File: src/rtl/pwe_pkg.sv
package pwe_pkg;

   typedef enum logic [1:0] {
      PH_IDLE  = 2'd0,
      PH_PRIME = 2'd1,
      PH_SEND  = 2'd2
   } pwe_phase_e;

   function automatic int unsigned pwe_cw(input int unsigned n);
      return (n > 1) ? $clog2(n) : 1;
   endfunction

endpackage

File: src/rtl/pwe_slot_timer.sv
module pwe_slot_timer #(
   parameter int unsigned SLOT_TICKS = 60,
   parameter int unsigned HIGH_ZERO  = 17,
   parameter int unsigned HIGH_ONE   = 43,
   parameter bit          REG_LINE   = 1'b1
) (
   input  logic clk,
   input  logic rst_n,
   input  logic launch_i,
   input  logic halt_i,
   input  logic bit_i,
   output logic slot_end_o,
   output logic line_o
);
   localparam int unsigned TW = pwe_pkg::pwe_cw(SLOT_TICKS);
   localparam logic [TW-1:0] LAST_TICK = TW'(SLOT_TICKS - 1);
   localparam logic [TW-1:0] HI_ZERO   = TW'(HIGH_ZERO);
   localparam logic [TW-1:0] HI_ONE    = TW'(HIGH_ONE);

   logic          run_q, run_d;
   logic [TW-1:0] tick_q, tick_d;
   logic          bit_q, bit_d;

   always_comb begin
      run_d  = run_q;
      tick_d = tick_q;
      bit_d  = bit_q;
      if (launch_i) begin
         run_d  = 1'b1;
         tick_d = '0;
         bit_d  = bit_i;
      end else if (halt_i) begin
         run_d  = 1'b0;
         tick_d = '0;
      end else if (run_q) begin
         tick_d = (tick_q == LAST_TICK) ? '0 : tick_q + 1'b1;
      end
   end

   always_ff @(posedge clk) begin
      if (!rst_n) begin
         run_q  <= 1'b0;
         tick_q <= '0;
         bit_q  <= 1'b0;
      end else begin
         run_q  <= run_d;
         tick_q <= tick_d;
         bit_q  <= bit_d;
      end
   end

   assign slot_end_o = run_q && (tick_q == LAST_TICK);

   generate
      if (REG_LINE) begin : g_line_reg
         logic line_q;
         always_ff @(posedge clk) begin
            if (!rst_n) line_q <= 1'b0;
            else        line_q <= run_d && (tick_d < (bit_d ? HI_ONE : HI_ZERO));
         end
         assign line_o = line_q;
      end else begin : g_line_comb
         assign line_o = run_q && (tick_q < (bit_q ? HI_ONE : HI_ZERO));
      end
   endgenerate

   // The line may only rise on the first tick of a running slot.
   assert_rise_at_slot_start_R3: assert property (@(posedge clk) disable iff (!rst_n)
      $rose(line_o) |-> (run_q && tick_q == '0));

   // The last tick of each slot is always low.
   assert_tail_low_R4: assert property (@(posedge clk) disable iff (!rst_n)
      (run_q && tick_q == LAST_TICK) |-> !line_o);

endmodule

File: src/rtl/pwe_bit_store.sv
module pwe_bit_store (
   input  logic clk,
   input  logic rst_n,
   input  logic want_i,
   input  logic take_i,
   input  logic in_valid_i,
   input  logic in_data_i,
   output logic ready_o,
   output logic have_o,
   output logic bit_o
);
   logic full_q;
   logic data_q;
   logic accept;

   assign ready_o = want_i && !full_q;
   assign accept  = in_valid_i && ready_o;
   assign have_o  = full_q || accept;
   assign bit_o   = full_q ? data_q : in_data_i;

   always_ff @(posedge clk) begin
      if (!rst_n) begin
         full_q <= 1'b0;
         data_q <= 1'b0;
      end else if (take_i) begin
         full_q <= 1'b0;
      end else if (accept) begin
         full_q <= 1'b1;
         data_q <= in_data_i;
      end
   end

   // A held bit is only ever dropped by the consumer.
   assert_hold_until_taken_R6: assert property (@(posedge clk) disable iff (!rst_n)
      (full_q && !take_i) |=> (full_q && $stable(data_q)));

endmodule

File: src/rtl/pwe_frame_ctrl.sv
module pwe_frame_ctrl
   import pwe_pkg::*;
#(
   parameter int unsigned FRAME_BITS = 360
) (
   input  logic clk,
   input  logic rst_n,
   input  logic start_i,
   input  logic have_bit_i,
   input  logic slot_end_i,
   output logic launch_o,
   output logic halt_o,
   output logic take_o,
   output logic want_o,
   output logic busy_o,
   output logic done_o,
   output logic underflow_o
);
   localparam int unsigned CW = pwe_cw(FRAME_BITS);
   localparam logic [CW-1:0] LAST_BIT = CW'(FRAME_BITS - 1);

   pwe_phase_e    phase_q, phase_d;
   logic [CW-1:0] cnt_q, cnt_d;
   logic          done_q, done_d;
   logic          uf_q, uf_d;
   logic          last_slot;

   assign last_slot = (cnt_q == LAST_BIT);

   always_comb begin
      phase_d  = phase_q;
      cnt_d    = cnt_q;
      done_d   = 1'b0;
      uf_d     = uf_q;
      launch_o = 1'b0;
      halt_o   = 1'b0;
      take_o   = 1'b0;
      want_o   = 1'b0;
      unique case (phase_q)
         PH_IDLE: begin
            if (start_i) begin
               phase_d = PH_PRIME;
               cnt_d   = '0;
               uf_d    = 1'b0;
            end
         end
         PH_PRIME: begin
            want_o = 1'b1;
            if (have_bit_i) begin
               launch_o = 1'b1;
               take_o   = 1'b1;
               phase_d  = PH_SEND;
            end
         end
         PH_SEND: begin
            want_o = !last_slot;
            if (slot_end_i) begin
               if (last_slot) begin
                  halt_o  = 1'b1;
                  done_d  = 1'b1;
                  phase_d = PH_IDLE;
               end else if (have_bit_i) begin
                  launch_o = 1'b1;
                  take_o   = 1'b1;
                  cnt_d    = cnt_q + 1'b1;
               end else begin
                  halt_o  = 1'b1;
                  uf_d    = 1'b1;
                  phase_d = PH_IDLE;
               end
            end
         end
         default: phase_d = PH_IDLE;
      endcase
   end

   always_ff @(posedge clk) begin
      if (!rst_n) begin
         phase_q <= PH_IDLE;
         cnt_q   <= '0;
         done_q  <= 1'b0;
         uf_q    <= 1'b0;
      end else begin
         phase_q <= phase_d;
         cnt_q   <= cnt_d;
         done_q  <= done_d;
         uf_q    <= uf_d;
      end
   end

   assign busy_o      = (phase_q != PH_IDLE);
   assign done_o      = done_q;
   assign underflow_o = uf_q;

   // A start seen mid-frame leaves the sending phase alone.
   assert_start_ignored_R10: assert property (@(posedge clk) disable iff (!rst_n)
      (phase_q == PH_SEND && start_i && !slot_end_i) |=> (phase_q == PH_SEND));

   // A stop for lack of data never produces a done pulse.
   assert_underflow_idle_R9: assert property (@(posedge clk) disable iff (!rst_n)
      $rose(uf_q) |-> (!busy_o && !done_q));

endmodule

File: src/rtl/pwe_tx.sv
module pwe_tx #(
   parameter int unsigned SLOT_TICKS = 60,
   parameter int unsigned HIGH_ZERO  = 17,
   parameter int unsigned HIGH_ONE   = 43,
   parameter int unsigned FRAME_BITS = 360,
   parameter bit          REG_LINE   = 1'b1
) (
   input  logic clk,
   input  logic rst_n,
   input  logic start_i,
   input  logic bit_valid_i,
   input  logic bit_data_i,
   output logic bit_ready_o,
   output logic line_o,
   output logic busy_o,
   output logic done_o,
   output logic underflow_o
);
   generate
      if (SLOT_TICKS < 2) begin : g_bad_slot
         $error("pwe_tx: SLOT_TICKS must be at least 2");
      end
      if (HIGH_ZERO < 1 || HIGH_ZERO >= SLOT_TICKS) begin : g_bad_hz
         $error("pwe_tx: HIGH_ZERO must lie in 1..SLOT_TICKS-1");
      end
      if (HIGH_ONE < 1 || HIGH_ONE >= SLOT_TICKS) begin : g_bad_ho
         $error("pwe_tx: HIGH_ONE must lie in 1..SLOT_TICKS-1");
      end
      if (HIGH_ZERO == HIGH_ONE) begin : g_bad_same
         $error("pwe_tx: the two high times must differ");
      end
      if (FRAME_BITS < 1) begin : g_bad_frame
         $error("pwe_tx: FRAME_BITS must be at least 1");
      end
   endgenerate

   logic launch, halt, take, want, have_bit, next_bit, slot_end;

   pwe_frame_ctrl #(.FRAME_BITS(FRAME_BITS)) u_ctrl (
      .clk         (clk),
      .rst_n       (rst_n),
      .start_i     (start_i),
      .have_bit_i  (have_bit),
      .slot_end_i  (slot_end),
      .launch_o    (launch),
      .halt_o      (halt),
      .take_o      (take),
      .want_o      (want),
      .busy_o      (busy_o),
      .done_o      (done_o),
      .underflow_o (underflow_o)
   );

   pwe_bit_store u_store (
      .clk        (clk),
      .rst_n      (rst_n),
      .want_i     (want),
      .take_i     (take),
      .in_valid_i (bit_valid_i),
      .in_data_i  (bit_data_i),
      .ready_o    (bit_ready_o),
      .have_o     (have_bit),
      .bit_o      (next_bit)
   );

   pwe_slot_timer #(
      .SLOT_TICKS (SLOT_TICKS),
      .HIGH_ZERO  (HIGH_ZERO),
      .HIGH_ONE   (HIGH_ONE),
      .REG_LINE   (REG_LINE)
   ) u_timer (
      .clk        (clk),
      .rst_n      (rst_n),
      .launch_i   (launch),
      .halt_i     (halt),
      .bit_i      (next_bit),
      .slot_end_o (slot_end),
      .line_o     (line_o)
   );

   assert_idle_low_R1: assert property (@(posedge clk) disable iff (!rst_n)
      !busy_o |-> !line_o);

   // A slot handed over at a slot boundary starts high on the very next cycle.
   assert_gapless_R3: assert property (@(posedge clk) disable iff (!rst_n)
      (slot_end && launch) |=> line_o);

   assert_done_single_R5: assert property (@(posedge clk) disable iff (!rst_n)
      done_o |=> !done_o);

   assert_ready_gated_R6: assert property (@(posedge clk) disable iff (!rst_n)
      bit_ready_o |-> busy_o);

endmodule

File: config.mk
export PLATFORM = sky130hd
export DESIGN_NAME = pwe_tx
export DESIGN_NICKNAME = d
export VERILOG_FILES = /design/src/rtl/pwe_pkg.sv /design/src/rtl/pwe_slot_timer.sv /design/src/rtl/pwe_bit_store.sv /design/src/rtl/pwe_frame_ctrl.sv /design/src/rtl/pwe_tx.sv
export SDC_FILE = /design/constraint.sdc
export NUM_CORES = 1
export LEC_CHECK = 0
export ABC_AREA = 1
export ABC_CLOCK_PERIOD_IN_PS = 2450
export BUFFER_PORTS_ARGS = -buffer_cell sky130_fd_sc_hd__buf_4
export CORE_ASPECT_RATIO = 2
export CORE_MARGIN = 4
export CORE_UTILIZATION = 30
export CTS_CLUSTER_SIZE = 25
export DETAILED_ROUTE_END_ITERATION = 6
export MAX_ROUTING_LAYER = met4
export SLEW_MARGIN = 25
export SYNTH_ARGS = -nofsm -noshare
export SYNTH_HDL_FRONTEND = slang
export SYNTH_SLANG_ARGS = --single-unit
File: constraint.sdc
create_clock -name clk -period 2.45 [get_ports clk]
set_input_delay 0.1225 -clock clk [delete_from_list [all_inputs] [get_ports clk]]
set_output_delay 0.1225 -clock clk [all_outputs]
set_load 0.05 [all_outputs]
# After elaboration in Yosys (flattened, before gate mapping)
# Cells that the tools add are included.
[word_totals]
input_bits = 5
wordCells = 77
register_bits = 24
out_inout_bits = 5
[op_classes]
n_bitwise = 2
magnitude_cmp = 1
eq_ne = 11
mux = 35
addsub = 2
reduce_logical = 16
[op_table]
columns = ["operator", "n"]
rows = [
  ["two-way mux 9 bit", 4],
  ["two-way mux 6 bit", 5],
  ["case mux 9 bit (2 select lines)", 1],
  ["two-way mux 1 bit", 16],
  ["inequality test 2 bit, second input constant", 6],
  ["two-way mux 2 bit", 5],
  ["AND reduction 5 bit", 2],
  ["adder 9 x 1 -> 9 bit, second input constant", 1],
  ["equality test 9 bit, second input constant", 1],
  ["adder 6 x 1 -> 6 bit, second input constant", 1],
  ["equality test 6 bit, second input constant", 1],
  ["< comparator 6 bit", 1],
  ["case mux 1 bit (2 select lines)", 3],
  ["case mux 2 bit (3 select lines)", 1],
  ["logical AND 1 bit", 4],
  ["AND reduction 4 bit", 1],
  ["nonzero test 2 bit", 2],
  ["inequality test 3 x 2 -> 1 bit, second input constant", 1],
  ["AND reduction 3 bit", 1],
  ["equality test 2 x 1 -> 1 bit, second input constant", 1],
  ["equality test 2 bit, second input constant", 1],
  ["logical NOT 1 bit", 2],
  ["logical NOT 2 bit", 1],
  ["NOT 1 bit", 2],
  ["other kinds (3)", 3],
]

# Longest topological paths before layout
# Gate-level depths: netlist of run 1.
[logic_depth]
word_depth = 14
depth_mapped = 18
depth_no_buf = 18

# Hierarchy
# A second synthesis of run 1 with hierarchy kept.
[unflattened]
hier_cells = 235
hier_area_um2 = 1605.3
[by_module_without_submodules]
columns = ["module", "seq_area_each_um2", "cells_per_inst", "instances", "area_each_um2"]
rows = [
  ["pwe_frame_ctrl", 260.2, 134, 1, 937.1],
  ["pwe_slot_timer", 180.2, 82, 1, 555.5],
  ["pwe_bit_store", 40.0, 19, 1, 112.6],
]

# Least setup slack after synthesis of run 1
# OpenSTA, ideal clock, no wires.
[synth_path]
path_type = "flip-flop to flip-flop"
start = "register u_ctrl.cnt_q[0]"
end = "register u_store.data_q"
required_ns = 2.330
slack_ns = 0.267
setup_time_ns = 0.120
arrival_time_ns = 2.064
path_stages_with_launch = 10
period_less_slack_ns = 2.183
n_path_buf = 0
path_cell_list = "dfxtp_1 ha_1 nand2_1 nor2_1 nand2_2 nand2_2 a21oi_1 nand3_1 o21ai_0 a21oi_1"
[synth_between]
elab_chain_cells = 12
[synth_rtl]
columns = ["item", "line", "text"]
rows = [
  ["start, declared", "pwe_frame_ctrl.sv:23", "logic [CW-1:0] cnt_q, cnt_d;"],
  ["start signal, assigned", "pwe_frame_ctrl.sv:85", "cnt_q <= cnt_d;"],
  ["equality test 9 bit *", "pwe_frame_ctrl.sv:28", "assign last_slot = (cnt_q == LAST_BIT);"],
  ["logical NOT 1 bit *", "pwe_frame_ctrl.sv:56", "want_o = !last_slot;"],
  ["case mux 1 bit (2 select lines) *", "pwe_frame_ctrl.sv:39", "unique case (phase_q)"],
  ["logical AND 1 bit *", "pwe_bit_store.sv:16", "assign ready_o = want_i && !full_q;"],
  ["net bit_ready_o", "pwe_tx.sv:13", "output logic bit_ready_o,"],
  ["logical AND 1 bit *", "pwe_bit_store.sv:17", "assign accept = in_valid_i && ready_o;"],
  ["logical OR 1 bit", "pwe_bit_store.sv:18", "assign have_o = full_q || accept;"],
  ["two-way mux 1 bit", "pwe_frame_ctrl.sv:49, pwe_frame_ctrl.sv:62", ""],
  ["two-way mux 1 bit", "pwe_frame_ctrl.sv:58", "if (last_slot) begin"],
  ["two-way mux 1 bit", "pwe_frame_ctrl.sv:57", "if (slot_end_i) begin"],
  ["case mux 1 bit (2 select lines)", "pwe_frame_ctrl.sv:39", ""],
  ["NOT 1 bit (no source line)", "-", ""],
  ["AND reduction 2 bit (no source line) *", "-", ""],
  ["end signal, assigned", "pwe_bit_store.sv:29", "data_q <= in_data_i;"],
  ["end, declared", "pwe_bit_store.sv:13", "logic data_q;"],
]
# The timed path passes the listed nets; every way through them passes the cells marked *.
# A chain may end at the register's enable or synchronous reset.

# Worst setup path in the final report of run 1
[layout_path]
start = "register u_ctrl.cnt_q[0]"
end = "register u_timer.g_line_reg.line_q, in the netlist u_timer.line_o"
[layout_between]
elab_chain_cells = 14
word_cells_on_any_way = 22
cone_classes = "order compare: 1; eq/ne: 1; mux: 15; reduce/logical: 5"
[layout_rtl]
columns = ["item", "line", "text"]
rows = [
  ["equality test 9 bit *", "pwe_frame_ctrl.sv:28", ""],
  ["logical NOT 1 bit", "pwe_frame_ctrl.sv:56", ""],
  ["case mux 1 bit (2 select lines)", "pwe_frame_ctrl.sv:39", ""],
  ["logical AND 1 bit", "pwe_bit_store.sv:16", ""],
  ["logical AND 1 bit", "pwe_bit_store.sv:17", ""],
  ["logical OR 1 bit", "pwe_bit_store.sv:18", ""],
  ["two-way mux 1 bit", "pwe_frame_ctrl.sv:49, pwe_frame_ctrl.sv:62", ""],
  ["two-way mux 1 bit", "pwe_frame_ctrl.sv:58", ""],
  ["two-way mux 1 bit", "pwe_frame_ctrl.sv:57", ""],
  ["case mux 1 bit (2 select lines) *", "pwe_frame_ctrl.sv:39", ""],
  ["two-way mux 1 bit *", "pwe_slot_timer.sv:28", "if (launch_i) begin"],
  ["net u_timer.bit_d", "pwe_slot_timer.sv:22", "logic bit_q, bit_d;"],
  ["two-way mux 6 bit *", "pwe_slot_timer.sv:59", "else line_q <= run_d && (tick_d < (bit_d ? HI_ONE : HI_ZERO));"],
  ["< comparator 6 bit *", "pwe_slot_timer.sv:59", ""],
  ["logical AND 1 bit *", "pwe_slot_timer.sv:59", ""],
  ["end signal, assigned", "pwe_slot_timer.sv:59", ""],
  ["end, declared", "pwe_slot_timer.sv:56", "logic line_q;"],
]
# Marks and branches as above.

==> qor_table.md, run 1 <==
| Item | Reported |
|---|---|
| Outcome | complete, no violations |
| Antenna viol nets, final | 0 |
| Number of DRC markers after the initial detailed-route iteration | 11 |
| Final layout net count | 243 |
| Post-synth EDFFs | 0 |
| Worst-case setup slack after placement | 113 ps |
| Adder and majority gate portion of the synthesized area | 9.65% |
| Routed wirelength normalized by instance count | 12.1 um |
| Routed wire length | 3390 um |
| Total I/O pin count | 10 |
| Number of failing hold endpoints at the final stage | 0 |
| Compound-gate portion of the synthesized area | 11.7% |
| Dominant combinational cell family by area after synthesis | simple AND/OR/NAND/NOR gates |
| Clock slew seen by the registers of the worst setup and hold paths | 100 ps |
| Final cycle utilization of the critical path | 91.9% |
| Ordered list of cells on the worst path | ha_2 > nand2_1 > nor2_2 > nand2_2 > nand2_4 > nand2_2 > o2111ai_2 > inv_2 > or2_2 > o21ai_4 > inv_1 > ha_1 > a21oi_2 > nand3_1 > a21oi_2 |
| Fraction of registers with async set/reset | 0% |
| Number of synthesized register bits | 24 |
| Most common library cell in the layout ignoring fill and taps | nand2_1 |
| Area after DPL | 1580 um2 |
| Leading cell types in the layout, fill and taps excluded | nand2_1, inv_1, nor2_1, dfxtp_1, buf_4 |
| Worst setup SP type | register |
| Fraction of synthesized cell area in xor and xnor cells | 3.68% |
| Post-route DRC violation count | 0 |
| Antenna Diode Count | 0 |
| Final setup violating endpoints | 0 |
| Largest registers | u_ctrl.cnt_q x9, u_timer.tick_q x6, u_ctrl.phase_q x2 |
| Area grow syn2layout | 22.5% |
| Crit Path Category | register to register |
| Fin. max-slew vios | 0 |
| Clk sink count | 24 |
| Net count after synthesis | 224 |
| HPWL after detailed placement | 2590 um |
| Die boundary height | 106 um |
| CP arrival | 2460 ps |
| Top cell type's share of synthesized area | 33.7% |
| Area of combinational cells with multiple inputs | 852 um2 |
| Number of antenna violations at the first check in global routing | 0 |
| Layout cells sized above 1 | 20.4% |
| Worst-path fanout max | 5 |
| Core Region | 4600 um2 |
| Slew of the pin with the lowest slew margin | 483 ps |
| Most flop-heavy register | u_ctrl.cnt_q |
| Number of buffers on the longest clock path | 2 |
| Worst reg2reg startpoint | u_ctrl.cnt_q[0]$_SDFFE_PN0P_ |
| Path type of the worst min-delay path | primary input to register |
| Clock insertion delay at the later pin of the skew report | 270 ps |
| Hold slack | 131 ps |
| Max-Slew Margin vs Limit | 67.8% |
| Layout Skew | 12.2 ps |
| Number of flip-flops in the largest register | 9 |
| Vias after detailed routing | 1329 |
| Distinct cell type count after synthesis | 31 |
| Post-Layout Inst Area | 1750 um2 |
| Number of detailed-route iterations in the first pass | 4 |
| Area taken by flip-flops and latches | 489 um2 |
| GR Overflow Total | 0 |
| Number of clock buffers inserted by TritonCTS | 3 |
| TritonCTS clock tree | yes |
| Leak | 0.767 nW |
| Fin Setup TNS | 0 ps |
| Primary flip-flop cell chosen by synthesis mapping | dfxtp_1 |
| Count of filler cells inserted in the layout | 500 |
| Initial core utilization | 31.0% |
| Largest net degree at the start of global routing | 16 |
| Setup WS post-layout | 199 ps |
| Count of yosys warnings during synthesis | 0 |
| Standard cell with the maximum stage delay on the critical path | dfxtp_4 |
| Sort of element at the end of the critical path | register |
| Mapped Cells | 208 |
| Pwr/cell area | 908 nW/um2 |
| Vias per std cell | 4.73 |
| Buffer cell driving the clock tree root | clkbuf_8 |
| Vias in the first global route | 1361 |
| Post-synthesis cell area | 1430 um2 |
| Max Cap Violations | 0 |
| Avg Cell Area, Syn | 6.86 um2 |
| Register area share after synthesis | 33.7% |
| Post-Synth Simple-Gate Area | 30.4% |
| Required time at the worst-slack endpoint | 2660 ps |
| Time the worst path needs with I/O delays and setup | 2250 ps |
| Setup repair after global routing missed its margin | no |
| Hold Startpoint | rst_n |
| Largest stage delay on the critical path | 380 ps |
| Timing-limited maximum frequency | 0.444 GHz |
| Die extent in x | 56.8 um |
| Row cnt | 35 |
| Count of hold-fix buffers inserted at cts | 0 |
| First-pass GRT wire length | 5790 um |
| Crit. Startpoint | u_ctrl.cnt_q[0]$_SDFFE_PN0P_ |
| Top cells by area, synth | dfxtp_1, nand2_1, ha_1 |
| Worst IR Drop VDD | 484 uV |
| Mux cell area share after synthesis | 0% |
| IO buf count | 9 |
| Routability cong. | 0.822 |
| Yosys top cell by area | dfxtp_1 |
| Maximum level of the CTS H-tree | 1 |
| Die outline area | 5990 um2 |
| Overall fraction of global-route tracks in use | 12.5% |
-- logic make-up (layout without fill, tap and decap cells) --
| kind of cell | Yosys count | after routing |
|---|---|---|
| and+or+nand+nor | 100 | 100 |
| AOI/OAI and AO/OA | 30 | 30 |
| adders and majority gates | 11 | 11 |
| xor gates and xnor gates | 6 | 6 |
| DFF | 24 | 24 |
| buffers and inverters | 37 | 55 |
-- Yosys cell counts (2+ instances only) --
master,count
o21ai_1,2
nor2_1,26
a21oi_1,16
nor4_1,3
xor2_1,4
nand2_2,5
ha_1,11
xnor2_1,2
nor3_1,8
o21bai_1,2
o21ai_0,6
dfxtp_1,24
nand3_1,10
inv_1,29
nand2_1,44
-- where the power goes --
| part | leakage, nW | internal, mW | switching (mW) |
|---|---|---|---|
| Sequential | 0.196 | 0.441 | 0.0309 |
| Clock | 0.0357 | 0.219 | 0.136 |
| Combinational | 0.535 | 0.243 | 0.516 |
| Total | 0.767 | 0.903 | 0.683 |
-- final timing paths --
check | cells after the start | slack, ps | to
hold reg to reg | 2 | 460 | u_store.data_q$_SDFFE_PN0P_
setup / recovery | 15 | 200 | u_timer.line_o$_SDFF_PN0_
setup reg to reg | 15 | 200 | u_timer.line_o$_SDFF_PN0_
hold / removal | 3 | 130 | u_ctrl.cnt_q[0]$_SDFFE_PN0P_
-- per-layer routing --
layer | share of wire [%] | global-route usage (%)
met1 | 38 | 12.1
met2 | 56 | 22.6
met3 | 1.8 | 1.59
met4 | 3.8 | 7.79
met5 | 0 | -
-- repair_timing --
item                       in CTS  in global routing
setup endpoints to repair       0                  1
hold endpoints to repair        0                  0
gates resized for setup         0                 18
setup buffers                   0                  3
-- area by class of cell --
type | count | share of cell area (%)
well taps | 55 | 3.94
clock inverters | 1 | 1.72
clock buffers | 3 | 2.36
inverters | 33 | 7.30
multi-input cells | 147 | 48.7
flip-flops and latches | 24 | 28.0
repair buffers | 18 | 7.95
-- worst max-delay path, delay by kind of cell (launching register included) --
kind                     cells  cell delay [ps]
AO/OA/AOI/OAI                4              430
adder cells (fa/ha/maj)      2              400
buffers and inverters        2              130
flip-flops                   1              380
AND/OR/NAND/NOR              7              840
-- stage by stage --
| stage | util, % | power, mW | std cells |
|---|---|---|---|
| after floorplan | - | 1.03 | 208 |
| after global placement | 34.4 | 1.19 | 274 |
| after detailed placement | 34.4 | 1.19 | 274 |
| after CTS | 35.9 | 1.55 | 278 |
| after global routing | 38.0 | 1.70 | 281 |
| final | 38.0 | 1.59 | 281 |
(Power assumes the default switching activity.)
==> inputs of run 2 (changes only) <==
CTS_BUF_LIST = sky130_fd_sc_hd__clkbuf_4   (was default)
==> qor_table.md, run 2 (same netlist as run 1, synthesis figures left out) <==
| Item | Reported | Change |
|---|---|---|
| Outcome | complete, no violations |  |
| HPWL after detailed placement | 2590 um | unchanged |
| Leak | 0.774 nW | +0.98% |
| Timing-limited maximum frequency | 0.447 GHz | +0.53% |
| Number of buffers on the longest clock path | 2 | unchanged |
| Cell count of the worst hold path | 3 | unchanged |
| Routability cong. | 0.822 | unchanged |
| Count of filler cells inserted in the layout | 503 | +0.60% |
| Number of clock buffers inserted by TritonCTS | 3 | unchanged |
| Number of failing hold endpoints at the final stage | 0 | unchanged |
| Slew of the pin with the lowest slew margin | 475 ps | -7.86 ps |
| Row cnt | 35 | unchanged |
| First-pass GRT wire length | 5760 um | -0.48% |
| Layout cells sized above 1 | 20.6% | +0.26 points |
| Vias per std cell | 4.81 | +1.7% |
| Clock slew seen by the registers of the worst setup and hold paths | 150 ps | +50 ps |
| Antenna Diode Count | 0 | unchanged |
| Total I/O pin count | 10 | unchanged |
| Vias after detailed routing | 1361 | +2.4% |
| Die boundary height | 106 um | unchanged |
| Post-route insts no fill | 283 | +0.71% |
| Routed wire length | 3410 um | +0.65% |
| Number of antenna violations at the first check in global routing | 0 | unchanged |
| Maximum level of the CTS H-tree | 1 | unchanged |
| Vias in the first global route | 1358 | -0.22% |
| Overall fraction of global-route tracks in use | 12.3% | -0.23 points |
| Count of hold-fix buffers inserted at cts | 0 | unchanged |
| Die extent in x | 56.8 um | unchanged |
| Hold-critical path endpoint | u_ctrl.cnt_q[0]$_SDFFE_PN0P_ |  |
| Area after DPL | 1580 um2 | unchanged |
| Reg2reg path depth | 13 | -2 |
| Post-Layout Inst Area | 1740 um2 | -0.36% |
| Most flop-heavy register | u_ctrl.cnt_q |  |
| Max-Slew Margin vs Limit | 68.3% | +0.52 points |
| Standard cell with the maximum stage delay on the critical path | dfxtp_1 |  |
| Worst IR Drop VDD | 483 uV | -0.14% |
| Fin. max-slew vios | 0 | unchanged |
| Finished Core Util | 37.9% | -0.14 points |
| Register-to-Register Setup Slack | 210 ps | about the same |
| Layout Skew | 17.4 ps | +5.14 ps |
| Core Region | 4600 um2 | unchanged |
| TritonCTS clock tree | yes |  |
| Hold slack | 70.6 ps | -60.7 ps |
| Most common library cell in the layout ignoring fill and taps | nand2_1 |  |
| CP arrival | 2490 ps | +30 ps |
| Placed Cells incl. Taps | 274 | unchanged |
| Time the worst path needs with I/O delays and setup | 2240 ps | -11.9 ps |
| Final layout net count | 245 | +0.82% |
| Endpoint of the most critical register-to-register path | u_timer.line_o$_SDFF_PN0_ |  |
| Sort of element at the end of the critical path | register |  |
| GR Overflow Total | 0 | unchanged |
| Number of DRC markers after the initial detailed-route iteration | 14 | +3 |
| Antenna viol nets, final | 0 | unchanged |
| Pwr/cell area | 882 nW/um2 | -2.9% |
| Buffer cell driving the clock tree root | clkbuf_4 |  |
| Setup repair after global routing missed its margin | no |  |
| Path type of the worst min-delay path | primary input to register |  |
| Ordered list of cells on the worst path | inv_1 > ha_1 > nand2_4 > nand2_2 > o2111ai_2 > inv_2 > or2_2 > o21ai_4 > inv_1 > ha_1 > a21oi_2 > nand3_1 > a21oi_2 |  |
| Final cycle utilization of the critical path | 91.4% | -0.49 points |
| Fin Setup TNS | 0 ps | unchanged |
| Required time at the worst-slack endpoint | 2710 ps | +50 ps |
| Hold Startpoint | rst_n |  |
| Clock insertion delay at the later pin of the skew report | 320 ps | +50 ps |
| Die outline area | 5990 um2 | unchanged |
| Routed wirelength normalized by instance count | 12.1 um | about the same |
| IO buf count | 9 | unchanged |
| Number of detailed-route iterations in the first pass | 5 | +1 |
| Largest registers | u_ctrl.cnt_q x9, u_timer.tick_q x6, u_ctrl.phase_q x2 |  |
| Number of flip-flops in the largest register | 9 | unchanged |
| Area grow syn2layout | 22.1% |  |
| Largest stage delay on the critical path | 390 ps | about the same |
| Initial core utilization | 31.0% | unchanged |
| Post-route DRC violation count | 0 | unchanged |
| Leading cell types in the layout, fill and taps excluded | nand2_1, inv_1, nor2_1, dfxtp_1, buf_4 |  |
| Max Cap Violations | 0 | unchanged |
| Worst-path fanout max | 5 | unchanged |
| Worst reg2reg startpoint | u_ctrl.phase_q[0]$_SDFFE_PN0P_ |  |
| Final setup violating endpoints | 0 | unchanged |
| Clk sink count | 24 | unchanged |
| Largest net degree at the start of global routing | 16 | unchanged |
| Crit Path Category | register to register |  |
| Worst setup SP type | register |  |
==> run 2: cell count changes in the layout (fill, tap and decap cells not counted), sizes merged <==
cell  previous run  this run
buf             18        20
==> run 2: where the power goes <==
part / switching [mW] / total (mW) / internal [mW]
Sequential: 0.0284 / 0.470 / 0.441
Clock: 0.126 / 0.291 / 0.165
Combinational: 0.522 / 0.775 / 0.252
==> run 2: final cells by class <==
cell class              instances  area [um2]  share of cell area (%)
repair buffers                 20         154                    8.84
multi-input cells             147         850                    48.8
well taps                      55        68.8                    3.95
inverters                      33         128                    7.33
flip-flops and latches         24         489                    28.1
clock inverters                 1        30.0                    1.72
clock buffers                   3        22.5                    1.29
==> run 2: what timing repair did <==
item / in CTS / in global routing
endpoints found under the setup margin: 0 / 1
setup buffers: 0 / 5
endpoints found under the hold margin: 0 / 0
gates resized for setup: 0 / 17
==> run 2: worst max-delay path, delay by kind of cell, from the launching register on <==
kind | cells | cell delay, ps
flops | 1 | 390
buf+inv | 3 | 240
simple gates | 4 | 580
fa+ha+maj | 2 | 510
compound gates | 4 | 430
==> run 2: metrics by stage <==
stage | worst slack (ps) | total power [mW]
after global routing | 1.73 | 1.64
after floorplan | 267 | 1.03
after global placement | 193 | 1.19
final | 211 | 1.54
after CTS | 53.2 | 1.49
after detailed placement | 113 | 1.19
==> run 2: how the worst max path moves through the flow <==
| stage | start | cells after the start | endpoint | slack (ps) |
|---|---|---|---|---|
| after floorplan | u_ctrl.cnt_q[0]$_SDFFE_PN0P_ | 9 | u_store.data_q$_SDFFE_PN0P_ | 270 |
| final | u_ctrl.phase_q[0]$_SDFFE_PN0P_ | 13 | u_timer.line_o$_SDFF_PN0_ | 210 |
| after CTS | u_ctrl.cnt_q[0]$_SDFFE_PN0P_ | 16 | u_timer.line_o$_SDFF_PN0_ | 50 |
| after detailed placement | u_ctrl.cnt_q[0]$_SDFFE_PN0P_ | 16 | u_timer.line_o$_SDFF_PN0_ | 110 |
| after global routing | u_ctrl.phase_q[0]$_SDFFE_PN0P_ | 15 | u_timer.line_o$_SDFF_PN0_ | 2 |
| after global placement | u_ctrl.cnt_q[0]$_SDFFE_PN0P_ | 14 | u_timer.line_o$_SDFF_PN0_ | 190 |
==> run 2: layer usage <==
layer | track usage, % | up-vias | wire length, um
li1 | - | 700 | -
met1 | 12.1 | 624 | 1270
met2 | 22.6 | 27 | 1960
met3 | 1.23 | 10 | 58
met4 | 6.80 | 0 | 127
met5 | - | - | 0
==> inputs of run 3 (changes only) <==
REMOVE_ABC_BUFFERS = 1   (was default)
==> qor_table.md, run 3 (same netlist as run 1, synthesis figures left out) <==
| Item | Reported | Change |
|---|---|---|
| Hold slack | 68.0 ps | -2.63 ps |
| Number of flip-flops in the largest register | 9 | unchanged |
| Number of clock buffers inserted by TritonCTS | 3 | unchanged |
| Number of failing hold endpoints at the final stage | 0 | unchanged |
| Buffer cell driving the clock tree root | clkbuf_4 |  |
| Timing-limited maximum frequency | 0.436 GHz | -2.4% |
| First-pass GRT wire length | 5520 um | -4.2% |
| Routed wirelength normalized by instance count | 12.3 um | +1.7% |
| Number of antenna violations at the first check in global routing | 0 | unchanged |
| Placed Cells incl. Taps | 272 | -0.73% |
| Die extent in x | 56.8 um | unchanged |
| IO buf count | 9 | unchanged |
| Most common library cell in the layout ignoring fill and taps | nand2_1 |  |
| Antenna viol nets, final | 0 | unchanged |
| Crit Path Category | register to register |  |
| Routed wire length | 3430 um | +0.62% |
| Clock slew seen by the registers of the worst setup and hold paths | 150 ps | about the same |
| Leak | 0.762 nW | -1.6% |
| Top layer in use | met4 |  |
| Area grow syn2layout | 19.1% |  |
| Outcome | complete, no violations |  |
| Final setup violating endpoints | 0 | unchanged |
| Max Cap Violations | 0 | unchanged |
| Leading cell types in the layout, fill and taps excluded | nand2_1, inv_1, nor2_1, dfxtp_1, buf_4 |  |
| Fin. max-slew vios | 0 | unchanged |
| Wire length on met1 | 1270 um | about the same |
| Overall fraction of global-route tracks in use | 11.8% | -0.42 points |
| Sort of element at the end of the critical path | register |  |
| Layout cells sized above 1 | 17.8% | -2.8 points |
| Initial core utilization | 31.0% | unchanged |
| Largest registers | u_ctrl.cnt_q x9, u_timer.tick_q x6, u_ctrl.phase_q x2 |  |
| Wire length on met3 | 57 um | -1.7% |
| Largest net degree at the start of global routing | 16 | unchanged |
| Worst setup SP type | register |  |
| Core Region | 4600 um2 | unchanged |
| Slew of the pin with the lowest slew margin | 477 ps | +2.10 ps |
| Clock insertion delay at the later pin of the skew report | 320 ps | about the same |
| Layout Skew | 15.7 ps | -1.62 ps |
| TritonCTS clock tree | yes |  |
| Required time at the worst-slack endpoint | 2720 ps | about the same |
| HPWL after detailed placement | 2690 um | +4.0% |
| Fin Setup TNS | 0 ps | unchanged |
| Time the worst path needs with I/O delays and setup | 2300 ps | +56.0 ps |
| Final cycle utilization of the critical path | 93.7% | +2.3 points |
| GR Overflow Total | 0 | unchanged |
| Worst-path fanout max | 5 | unchanged |
| Post-route insts no fill | 280 | -1.1% |
| Antenna Diode Count | 0 | unchanged |
| Die boundary height | 106 um | unchanged |
| Row cnt | 35 | unchanged |
| Total I/O pin count | 10 | unchanged |
| Die outline area | 5990 um2 | unchanged |
| Setup repair after global routing missed its margin | no |  |
| Most flop-heavy register | u_ctrl.cnt_q |  |
| Maximum level of the CTS H-tree | 1 | unchanged |
| Number of detailed-route iterations in the first pass | 4 | -1 |
| Routability cong. | 0.879 | +6.9% |
| Worst IR Drop VDD | 664 uV | +37% |
| Final layout net count | 242 | -1.2% |
| CP arrival | 2570 ps | +80 ps |
| Path type of the worst min-delay path | primary input to register |  |
| Post-route DRC violation count | 0 | unchanged |
| Vias per std cell | 4.87 | +1.3% |
| Vias in the first global route | 1302 | -4.1% |
| Max-Slew Margin vs Limit | 68.2% | -0.14 points |
| Number of DRC markers after the initial detailed-route iteration | 29 | +15 |
| Number of buffers on the longest clock path | 2 | unchanged |
| Clk sink count | 24 | unchanged |
| Routed wl met2 | 1940 um | -0.56% |
| Pwr/cell area | 882 nW/um2 | about the same |
| Finished Core Util | 37.0% | -0.93 points |
| Vias after detailed routing | 1364 | +0.22% |
[run 3: repair_timing]
item | in CTS | in global routing
hold endpoints to repair | 0 | 0
setup buffers | 0 | 4
endpoints found under the setup margin | 0 | 1
resized for setup | 0 | 12
hold buffers | 0 | 0
[run 3: worst max-delay path: stages, from the launching register on]
cell and delay [ps]:
dfxtp_2 400, ha_4 150, nand2_2 90, nor2_4 100, nand2_2 70, nand2_2 100, nand2_2 70, o2111ai_1 110
inv_1 110, or2_2 310, o21ai_4 100, ha_1 260, nand3_1 80, nand3_1 60, nand2_1 50, nand2_1 50
a21oi_1 110
[run 3: area by class of cell]
type,count,area [um2]
clock buffers,3,22.5
clock inverters,1,30.0
fillers,501,2900
inverters,33,128
multi-input cells,147,836
flip-flops and latches,24,487
well taps,55,68.8
repair buffers,17,128
[run 3: worst paths after layout]
check                                                     start                              end  slack, ps  cells past startpoint
worst max-delay path               u_ctrl.cnt_q[1]$_SDFFE_PN0P_        u_timer.line_o$_SDFF_PN0_        150                     16
worst min-delay path                                      rst_n     u_ctrl.cnt_q[0]$_SDFFE_PN0P_         70                      3
worst max register to register     u_ctrl.cnt_q[1]$_SDFFE_PN0P_        u_timer.line_o$_SDFF_PN0_        150                     16
worst min register to register  u_ctrl.underflow_o$_SDFFE_PN0P_  u_ctrl.underflow_o$_SDFFE_PN0P_        460                      2
[run 3: layer usage]
layer | vias to the layer above | global-route usage (%)
li1 | 695 | -
met1 | 630 | 11.2
met2 | 25 | 22.0
met3 | 14 | 1.47
met4 | 0 | 6.80
met5 | - | -
[run 3: metrics by stage]
step	power, mW	cell area (um2)	worst slack (ps)
2_1_floorplan	0.998	1400	12.6
3_3_place_gp	1.20	1570	178
4_1_cts	1.48	1620	38.6
3_5_place_dp	1.19	1570	67.1
6_report	1.50	1700	155
5_1_grt	1.61	1700	3.53
[run 3: where the power goes]
group / total (mW) / leakage, nW / internal (mW) / switching [mW]
combinational: 0.737 / 0.538 / 0.233 / 0.504
sequential: 0.471 / 0.196 / 0.439 / 0.0322
clock: 0.291 / 0.0279 / 0.165 / 0.125
total: 1.50 / 0.762 / 0.838 / 0.661
